### src/rtl/i2crx_pkg.sv
package i2crx_pkg;
  typedef enum logic [3:0] {
    ST_IDLE, ST_PARK, ST_BIT, ST_HOLD, ST_HOLD_CTL,
    ST_STOP, ST_RSTART, ST_START, ST_LOST
  } state_e;

  localparam logic [7:0] CODE_START  = 8'h08;
  localparam logic [7:0] CODE_RSTART = 8'h10;
  localparam logic [7:0] CODE_LOST   = 8'h38;
  localparam logic [7:0] CODE_ACK    = 8'h50;
  localparam logic [7:0] CODE_NACK   = 8'h58;
  localparam logic [7:0] CODE_IDLE   = 8'hF8;
endpackage

### src/rtl/i2crx_sync.sv
module i2crx_sync #(
  parameter int STAGES = 2
) (
  input  logic clk_i,
  input  logic rst_ni,
  input  logic scl_i,
  input  logic sda_i,
  output logic scl_o,
  output logic sda_o
);
  logic [1:0] raw_w, syn_w;
  assign raw_w = {scl_i, sda_i};

  for (genvar l = 0; l < 2; l++) begin : g_line
    logic [STAGES-1:0] pipe_q;
    always_ff @(posedge clk_i or negedge rst_ni) begin
      if (!rst_ni) pipe_q <= '1;
      else         pipe_q <= {pipe_q[STAGES-2:0], raw_w[l]};
    end
    assign syn_w[l] = pipe_q[STAGES-1];
  end

  assign scl_o = syn_w[1];
  assign sda_o = syn_w[0];
endmodule

### src/rtl/i2crx_shift.sv
module i2crx_shift #(
  parameter int W = 8
) (
  input  logic         clk_i,
  input  logic         rst_ni,
  input  logic         en_i,
  input  logic         bit_i,
  output logic [W-1:0] byte_o
);
  logic [W-1:0] sh_q;
  always_ff @(posedge clk_i or negedge rst_ni) begin
    if (!rst_ni)   sh_q <= '0;
    else if (en_i) sh_q <= {sh_q[W-2:0], bit_i};
  end
  assign byte_o = sh_q;
endmodule

### src/rtl/i2crx_ctl.sv
module i2crx_ctl (
  input  logic clk_i,
  input  logic rst_ni,
  input  logic we_i,
  input  logic ack_en_wr_i,
  input  logic sta_wr_i,
  input  logic stp_wr_i,
  input  logic clr_flag_i,
  input  logic set_flag_i,
  input  logic clr_sta_i,
  input  logic clr_stp_i,
  output logic flag_o,
  output logic ack_en_o,
  output logic sta_o,
  output logic stp_o
);
  always_ff @(posedge clk_i or negedge rst_ni) begin
    if (!rst_ni) begin
      flag_o   <= 1'b0;
      ack_en_o <= 1'b0;
      sta_o    <= 1'b0;
      stp_o    <= 1'b0;
    end else begin
      if (set_flag_i)             flag_o <= 1'b1;
      else if (we_i & clr_flag_i) flag_o <= 1'b0;

      if (we_i) ack_en_o <= ack_en_wr_i;

      if (we_i)           sta_o <= sta_wr_i;
      else if (clr_sta_i) sta_o <= 1'b0;

      if (we_i)           stp_o <= stp_wr_i;
      else if (clr_stp_i) stp_o <= 1'b0;
    end
  end
endmodule

### src/rtl/i2crx_fsm.sv
module i2crx_fsm
  import i2crx_pkg::*;
#(
  parameter int W   = 8,
  parameter int DIV = 25
) (
  input  logic         clk_i,
  input  logic         rst_ni,
  input  logic         go_i,
  input  logic         scl_s_i,
  input  logic         sda_s_i,
  input  logic         flag_i,
  input  logic         sta_i,
  input  logic         stp_i,
  input  logic         ack_en_i,
  input  logic [W-1:0] rx_byte_i,
  output logic         shift_en_o,
  output logic         set_flag_o,
  output logic         clr_sta_o,
  output logic         clr_stp_o,
  output logic         scl_low_o,
  output logic         sda_low_o,
  output logic [7:0]   status_o,
  output logic [W-1:0] data_o
);
  localparam int QW = (DIV > 1) ? $clog2(DIV) : 1;
  localparam int BW = $clog2(W + 1);
  localparam logic [QW-1:0] QMAX = QW'(DIV - 1);
  localparam logic [BW-1:0] LAST = BW'(W);

  state_e        state_q, state_d;
  logic [1:0]    ph_q, ph_d;
  logic [BW-1:0] bit_q, bit_d;
  logic [QW-1:0] qcnt_q, qcnt_d;
  logic          ack_q, ack_d;
  logic [7:0]    status_q, status_d;
  logic [W-1:0]  data_q, data_d;
  logic          tick, lost, ack_bit;

  assign tick    = (qcnt_q == QMAX);
  assign ack_bit = (bit_q == LAST);
  // another driver holds SDA low while this block releases it for NACK
  assign lost    = ack_bit & ~ack_q & ~sda_s_i;

  always_comb begin
    state_d    = state_q;
    ph_d       = ph_q;
    bit_d      = bit_q;
    ack_d      = ack_q;
    status_d   = status_q;
    data_d     = data_q;
    qcnt_d     = tick ? '0 : qcnt_q + 1'b1;
    shift_en_o = 1'b0;
    set_flag_o = 1'b0;
    clr_sta_o  = 1'b0;
    clr_stp_o  = 1'b0;

    unique case (state_q)
      ST_IDLE, ST_PARK: begin
        qcnt_d = '0;
        if (go_i) begin
          state_d = ST_BIT;
          ph_d    = 2'd0;
          bit_d   = '0;
          ack_d   = ack_en_i;
        end
      end

      ST_BIT: begin
        case (ph_q)
          2'd0, 2'd1: if (tick) ph_d = ph_q + 2'd1;
          2'd2: begin
            qcnt_d = '0;
            if (scl_s_i) begin
              if (lost) begin
                state_d    = ST_LOST;
                status_d   = CODE_LOST;
                set_flag_o = 1'b1;
              end else begin
                shift_en_o = ~ack_bit;
                ph_d       = 2'd3;
              end
            end
          end
          default: begin
            if (lost) begin
              state_d    = ST_LOST;
              status_d   = CODE_LOST;
              set_flag_o = 1'b1;
            end else if (tick) begin
              if (ack_bit) begin
                data_d     = rx_byte_i;
                status_d   = ack_q ? CODE_ACK : CODE_NACK;
                set_flag_o = 1'b1;
                state_d    = ST_HOLD;
              end else begin
                bit_d = bit_q + 1'b1;
                ph_d  = 2'd0;
              end
            end
          end
        endcase
      end

      ST_HOLD: begin
        qcnt_d = '0;
        ph_d   = 2'd0;
        if (!flag_i) begin
          if (stp_i)      state_d = ST_STOP;
          else if (sta_i) state_d = ST_RSTART;
          else begin
            state_d = ST_BIT;
            bit_d   = '0;
            ack_d   = ack_en_i;
          end
        end
      end

      ST_HOLD_CTL: begin
        qcnt_d = '0;
        if (!flag_i) state_d = ST_PARK;
      end

      ST_LOST: begin
        qcnt_d = '0;
        ph_d   = 2'd0;
        if (!flag_i) begin
          if (sta_i) state_d = ST_START;
          else begin
            state_d  = ST_IDLE;
            status_d = CODE_IDLE;
          end
        end
      end

      ST_STOP, ST_RSTART: begin
        case (ph_q)
          2'd0, 2'd2: if (tick) ph_d = ph_q + 2'd1;
          2'd1: begin
            qcnt_d = '0;
            if (scl_s_i) ph_d = 2'd2;
          end
          default: begin
            if (tick) begin
              ph_d = 2'd0;
              if (state_q == ST_STOP) begin
                clr_stp_o = 1'b1;
                if (sta_i) state_d = ST_START;
                else begin
                  state_d  = ST_IDLE;
                  status_d = CODE_IDLE;
                end
              end else begin
                clr_sta_o  = 1'b1;
                set_flag_o = 1'b1;
                status_d   = CODE_RSTART;
                state_d    = ST_HOLD_CTL;
              end
            end
          end
        endcase
      end

      ST_START: begin
        if (tick) begin
          if (ph_q == 2'd0) ph_d = 2'd1;
          else begin
            clr_sta_o  = 1'b1;
            set_flag_o = 1'b1;
            status_d   = CODE_START;
            state_d    = ST_HOLD_CTL;
          end
        end
      end

      default: state_d = ST_IDLE;
    endcase
  end

  always_ff @(posedge clk_i or negedge rst_ni) begin
    if (!rst_ni) begin
      state_q  <= ST_IDLE;
      ph_q     <= 2'd0;
      bit_q    <= '0;
      qcnt_q   <= '0;
      ack_q    <= 1'b0;
      status_q <= CODE_IDLE;
      data_q   <= '0;
    end else begin
      state_q  <= state_d;
      ph_q     <= ph_d;
      bit_q    <= bit_d;
      qcnt_q   <= qcnt_d;
      ack_q    <= ack_d;
      status_q <= status_d;
      data_q   <= data_d;
    end
  end

  // SDA only changes while SCL is low or already stable, so no false conditions
  always_comb begin
    scl_low_o = 1'b0;
    sda_low_o = 1'b0;
    unique case (state_q)
      ST_PARK, ST_HOLD_CTL: begin
        scl_low_o = 1'b1;
        sda_low_o = 1'b1;
      end
      ST_BIT: begin
        scl_low_o = (ph_q < 2'd2);
        sda_low_o = ack_bit & ack_q & (ph_q != 2'd0);
      end
      ST_HOLD: begin
        scl_low_o = 1'b1;
        sda_low_o = ack_q;
      end
      ST_STOP: begin
        scl_low_o = (ph_q == 2'd0);
        sda_low_o = (ph_q != 2'd3);
      end
      ST_RSTART: begin
        scl_low_o = (ph_q == 2'd0);
        sda_low_o = (ph_q == 2'd3);
      end
      ST_START: sda_low_o = (ph_q == 2'd1);
      default: ;
    endcase
  end

  assign status_o = status_q;
  assign data_o   = data_q;
endmodule

### src/rtl/i2crx_master_rx.sv
module i2crx_master_rx #(
  parameter int W           = 8,
  parameter int DIV         = 25,
  parameter int SYNC_STAGES = 2
) (
  input  logic         clk_i,
  input  logic         rst_ni,
  input  logic         go_i,
  input  logic         ctl_we_i,
  input  logic         ctl_ack_en_i,
  input  logic         ctl_sta_i,
  input  logic         ctl_stp_i,
  input  logic         ctl_clr_flag_i,
  input  logic         scl_i,
  input  logic         sda_i,
  output logic         scl_low_o,
  output logic         sda_low_o,
  output logic         flag_o,
  output logic [7:0]   status_o,
  output logic [W-1:0] data_o,
  output logic         sta_o,
  output logic         stp_o
);
  logic         scl_s, sda_s;
  logic         ack_en, shift_en, set_flag, clr_sta, clr_stp;
  logic [W-1:0] rx_byte;

  i2crx_sync #(.STAGES(SYNC_STAGES)) u_sync (
    .clk_i  (clk_i),
    .rst_ni (rst_ni),
    .scl_i  (scl_i),
    .sda_i  (sda_i),
    .scl_o  (scl_s),
    .sda_o  (sda_s)
  );

  i2crx_shift #(.W(W)) u_shift (
    .clk_i  (clk_i),
    .rst_ni (rst_ni),
    .en_i   (shift_en),
    .bit_i  (sda_s),
    .byte_o (rx_byte)
  );

  i2crx_ctl u_ctl (
    .clk_i       (clk_i),
    .rst_ni      (rst_ni),
    .we_i        (ctl_we_i),
    .ack_en_wr_i (ctl_ack_en_i),
    .sta_wr_i    (ctl_sta_i),
    .stp_wr_i    (ctl_stp_i),
    .clr_flag_i  (ctl_clr_flag_i),
    .set_flag_i  (set_flag),
    .clr_sta_i   (clr_sta),
    .clr_stp_i   (clr_stp),
    .flag_o      (flag_o),
    .ack_en_o    (ack_en),
    .sta_o       (sta_o),
    .stp_o       (stp_o)
  );

  i2crx_fsm #(.W(W), .DIV(DIV)) u_fsm (
    .clk_i      (clk_i),
    .rst_ni     (rst_ni),
    .go_i       (go_i),
    .scl_s_i    (scl_s),
    .sda_s_i    (sda_s),
    .flag_i     (flag_o),
    .sta_i      (sta_o),
    .stp_i      (stp_o),
    .ack_en_i   (ack_en),
    .rx_byte_i  (rx_byte),
    .shift_en_o (shift_en),
    .set_flag_o (set_flag),
    .clr_sta_o  (clr_sta),
    .clr_stp_o  (clr_stp),
    .scl_low_o  (scl_low_o),
    .sda_low_o  (sda_low_o),
    .status_o   (status_o),
    .data_o     (data_o)
  );
endmodule

### config.mk
export PLATFORM = sky130hd
export DESIGN_NAME = i2crx_master_rx
export DESIGN_NICKNAME = d
export VERILOG_FILES = /design/src/rtl/i2crx_pkg.sv /design/src/rtl/i2crx_sync.sv /design/src/rtl/i2crx_shift.sv /design/src/rtl/i2crx_ctl.sv /design/src/rtl/i2crx_fsm.sv /design/src/rtl/i2crx_master_rx.sv
export SDC_FILE = /design/constraint.sdc
export NUM_CORES = 1
export LEC_CHECK = 0
export ABC_AREA = 1
export CORE_MARGIN = 2
export CORE_UTILIZATION = 45
export CTS_CLUSTER_SIZE = 28
export DETAILED_ROUTE_END_ITERATION = 10
export GPL_TIMING_DRIVEN = 0
export PLACE_DENSITY = 0.67
export REMOVE_ABC_BUFFERS = 1
export SLEW_MARGIN = 20
export SYNTH_ARGS = -nofsm -noshare
export SYNTH_HDL_FRONTEND = slang
export SYNTH_HIERARCHICAL = 1
export SYNTH_SLANG_ARGS = --single-unit
### constraint.sdc
create_clock -name clk_i -period 3 [get_ports clk_i]
set_input_delay 0.9 -clock clk_i [delete_from_list [all_inputs] [get_ports clk_i]]
set_output_delay 0.9 -clock clk_i [all_outputs]
set_load 0.1 [all_outputs]
==> out/results.txt <==
The total cell area at the placement stage was 3220 um2. The tools report the die outline area as 6950 um2. Ranked by total cell area, the synthesized netlist is headed by dfrtp_1 34%, nand2_1 20%, nand3_1 8.5%, dfstp_2 8.3%, inv_1 4.6%.

The flow ran to the end, and the final reports show no timing, DRC or antenna violations. In this run the power density over the cells is 940 nW/um2. During placement, the flow inserted port buffers numbering 30. The tools report the final number of hold-violating endpoints as 0. In this run switching power makes up 51.7% of total power.

After synthesis, flip-flops and latches occupy 42.8% of the total area. Global routing finished with a remaining overflow of 0. TritonCTS built the clock tree. The logs give 6 for the synthesis warning total and 0 for the final number of setup-violating endpoints. The critical path goes through clkdlybuf4s50_1. The count of buffer and inverter cells on the critical path is 1, and the post-layout instance area is 3370 um2. In this run the worst path has a maximum fanout of 3.

The tools report the sum of routed wire length over all layers as 6670 um. Number of slew-limit violations in the final report: 0. Dividing the detail-routed wire length by the instance count gives 13.1 um. Fraction of layout instances using a drive strength above 1: 10.6%. For the worst setup path, the data required time is 2.10 ns.

The number of buffers inserted during clock tree synthesis was 5; the largest net degree at the start of global routing was 33. The internal portion of the total power is 1.53 mW. The maximum root-to-sink buffer count is 2, and the maximum clock rate is 347 MHz. The worst slew slack as a fraction of its limit was 34.8%. The logs give 2,446 for the via count of the first global-routing pass and 57.0% for the combinational group share of total power.

After technology mapping, the gate count stands at 393. The final estimated routing congestion in global placement came out at 0.896. After legalization and detailed placement, the total HPWL measured 5030 um.

After synthesis the netlist holds a flip-flop and latch count of 48. Relative to the synthesized area, the layout overhead comes to 19.1%. The tools report the net switching component of the power as 1.64 mW.

H-tree level count: 2. In the layout the commonest cells are 150 x nand2_1, 48 x nand3_1, 39 x dfrtp_1. The final-layout setup total negative slack is 0 ns. Detailed routing inserted a total of 2,668 vias. The average instance in the mapped netlist occupies 7.21 um2.

The cell family contributing the most delay on the critical path is buffers and inverters. Setup repair after global routing left no endpoint under its margin. After synthesis, the largest area contributor takes up 34.5% of total cell area. After the first detailed-routing iteration, the DRC count stood at 174. The worst setup path is of the flop to output port kind. The tools report the count of max-cap constraint violations as 0. The endpoint type of the worst setup path was an output port. The routed design could run at a clock period as short as 2.89 ns. After layout, the worst path uses 96.2% of the clock period.

The first global-routing pass estimated 11,500 um of wire. Clock-pin slew was measured on the worst setup and hold paths at 0.09 ns. The floorplan step set the die height to 83.3 um.

In this run, the clock network consumes 15.1% of the power. The worst setup path is launched from a flop. Before antenna repair, the detailed router went through 4 iterations.

At the end of the flow, the number of nets in the layout was 450. The largest vdd supply drop was 0.544 mV. The type of the worst min-delay path is flop to flop. The largest total area in the synthesized netlist belongs to dfrtp_1. The synthesized netlist occupies a cell area of 2830 um2. The width of the chip is 83.3 um, and the final worst clock skew is 0.00591 ns. The post-synthesis cell type count was 29. The clock net in this run drives a total of 48 sinks.

The site row count is 28. Clock root buffer: clkbuf_8. After floorplanning, the core was sized to cover 5990 um2. The number of antenna diodes in the final layout is 0. Clock latency at the later pin of the worst-skew pair: 0.30 ns. The biggest cell delay along the critical path is 1.13 ns.

For the pin with the worst max-slew slack, the measured transition is 0.974 ns. After clock tree synthesis, the flow added hold-fix buffers numbering 0. The analysis attributes to cell leakage a power of 1.73 nW.

The logs give 27.9% for the sequential power share and 1.99 ns for the arrival time of data at the critical path endpoint. For this design, the slowest cell found on the critical path is clkdlybuf4s50_1. Once the floorplan was initialized, standard cells occupied 47.3% of the core.

The library cell used most frequently in the layout, excluding fill and tap cells, is nand2_1. The detail route stage leaves a number of antenna-violating nets equal to 0. The total I/O pin count is 31.

The run gives 0 as the number of antenna violations at the first check in global routing. In the routed design, unresolved DRC markers number 0. For the overall track demand over capacity in global routing, the log shows 20.0%.

After detailed routing, the number of vias per cell comes to 5.25. On the final layout, the worst hold slack is 0.365 ns.
[kinds of logic after synthesis]
family | synth area share (%)
AOI/OAI and AO/OA | 7.82
xor gates and xnor gates | 0.309
adders and majority gates | 3.53
buffers and inverters | 5.79
DFF | 42.8
and+or+nand+nor | 39.8
[state kept, by name (all words and copies together), names as in the netlist]
signal and cells:
u_ctl/sta_o 1, u_fsm/ack_q 1, u_shift/byte_o 8, u_ctl/flag_o 1
u_fsm/ph_q 2, u_ctl/ack_en_o 1, u_fsm/state_q 4, u_fsm/qcnt_q 5
u_sync/g_line.pipe_q 4, u_fsm/data_o 8, u_ctl/stp_o 1, u_fsm/bit_q 4
u_fsm/status_o 8
[cell type report]
class,count,area (um2)
flip-flops and latches,48,1210
well taps,75,93.8
repair buffers,35,344
inverters,38,143
multi-input cells,304,1460
fillers,551,2620
clock inverters,3,47.5
clock buffers,5,68.8
[timing repair]
item                                   CTS  global route
pin swaps                                1             1
resized for setup                       14             1
gates cloned                             0             0
setup endpoints to repair                2             2
setup buffers                            0             4
endpoints found under the hold margin    0             0
[metrics by stage]
stage | worst slack, ns | utilization, % | power [mW] | instances
after global placement | -0.922 | 53.5 | 2.61 | 495
after floorplan | -0.214 | - | 2.22 | 390
after global routing | 0.00762 | 56.3 | 3.42 | 508
final | 0.115 | 56.3 | 3.17 | 508
after detailed placement | -0.947 | 53.8 | 2.63 | 496
after CTS | 0.0271 | 55.8 | 3.13 | 504
[cell usage after synthesis]
master       n
nor3_1       1
inv_2        3
nor2_1      32
nand2_1    150
nand2_4      2
buf_6        1
nor2_8       1
nor2_2       4
dfstp_2      9
nand4_1      4
nand3_1     48
o211ai_1     1
nand2_2      2
o21ai_0     23
nor2_4       4
nand3_2      1
inv_1       35
dfrtp_1     39
a22oi_1      1
a21oi_1     12
nand3b_1     2
a21boi_0     2
xor2_1       1
o21a_1       1
buf_2        2
ha_1         8
nor3_2       1
o2111ai_1    1
or2_2        2
[routing by layer]
metal	up-vias	share of wire, %	track usage [%]
met5	-	0	0
met4	0	0.69	4.47
met3	6	5.3	5.67
met2	85	48	32.0
met1	1244	46	27.0
li1	1333	-	-
[worst paths after layout]
| check | from | to | slack [ns] | cells after the start |
|---|---|---|---|---|
| max | u_fsm/status_o[3] | status_o[3] | 0.11 | 1 |
| min in group asynchronous | rst_ni | u_fsm/bit_q[2] | 0.52 | 1 |
| max reg2reg | u_fsm/qcnt_q[0] | u_fsm/data_o[6] | 0.68 | 9 |
| min reg2reg | u_sync/g_line[1].pipe_q[0] | u_sync/g_line[1].pipe_q[1] | 0.36 | 0 |
| max in group asynchronous | rst_ni | u_fsm/status_o[3] | 1.90 | 2 |
| min | u_sync/g_line[1].pipe_q[0] | u_sync/g_line[1].pipe_q[1] | 0.36 | 0 |
[power groups by stage]
stage               Combinational, mW  Clock [mW]  Sequential, mW
floorplan                        1.13           0            1.09
global route                     1.98       0.528           0.905
global placement                 1.72           0           0.895
CTS                              1.74       0.499           0.887
finish                           1.81       0.479           0.886
detailed placement               1.73           0           0.898
Note: power is estimated with default switching activity, not from simulation.
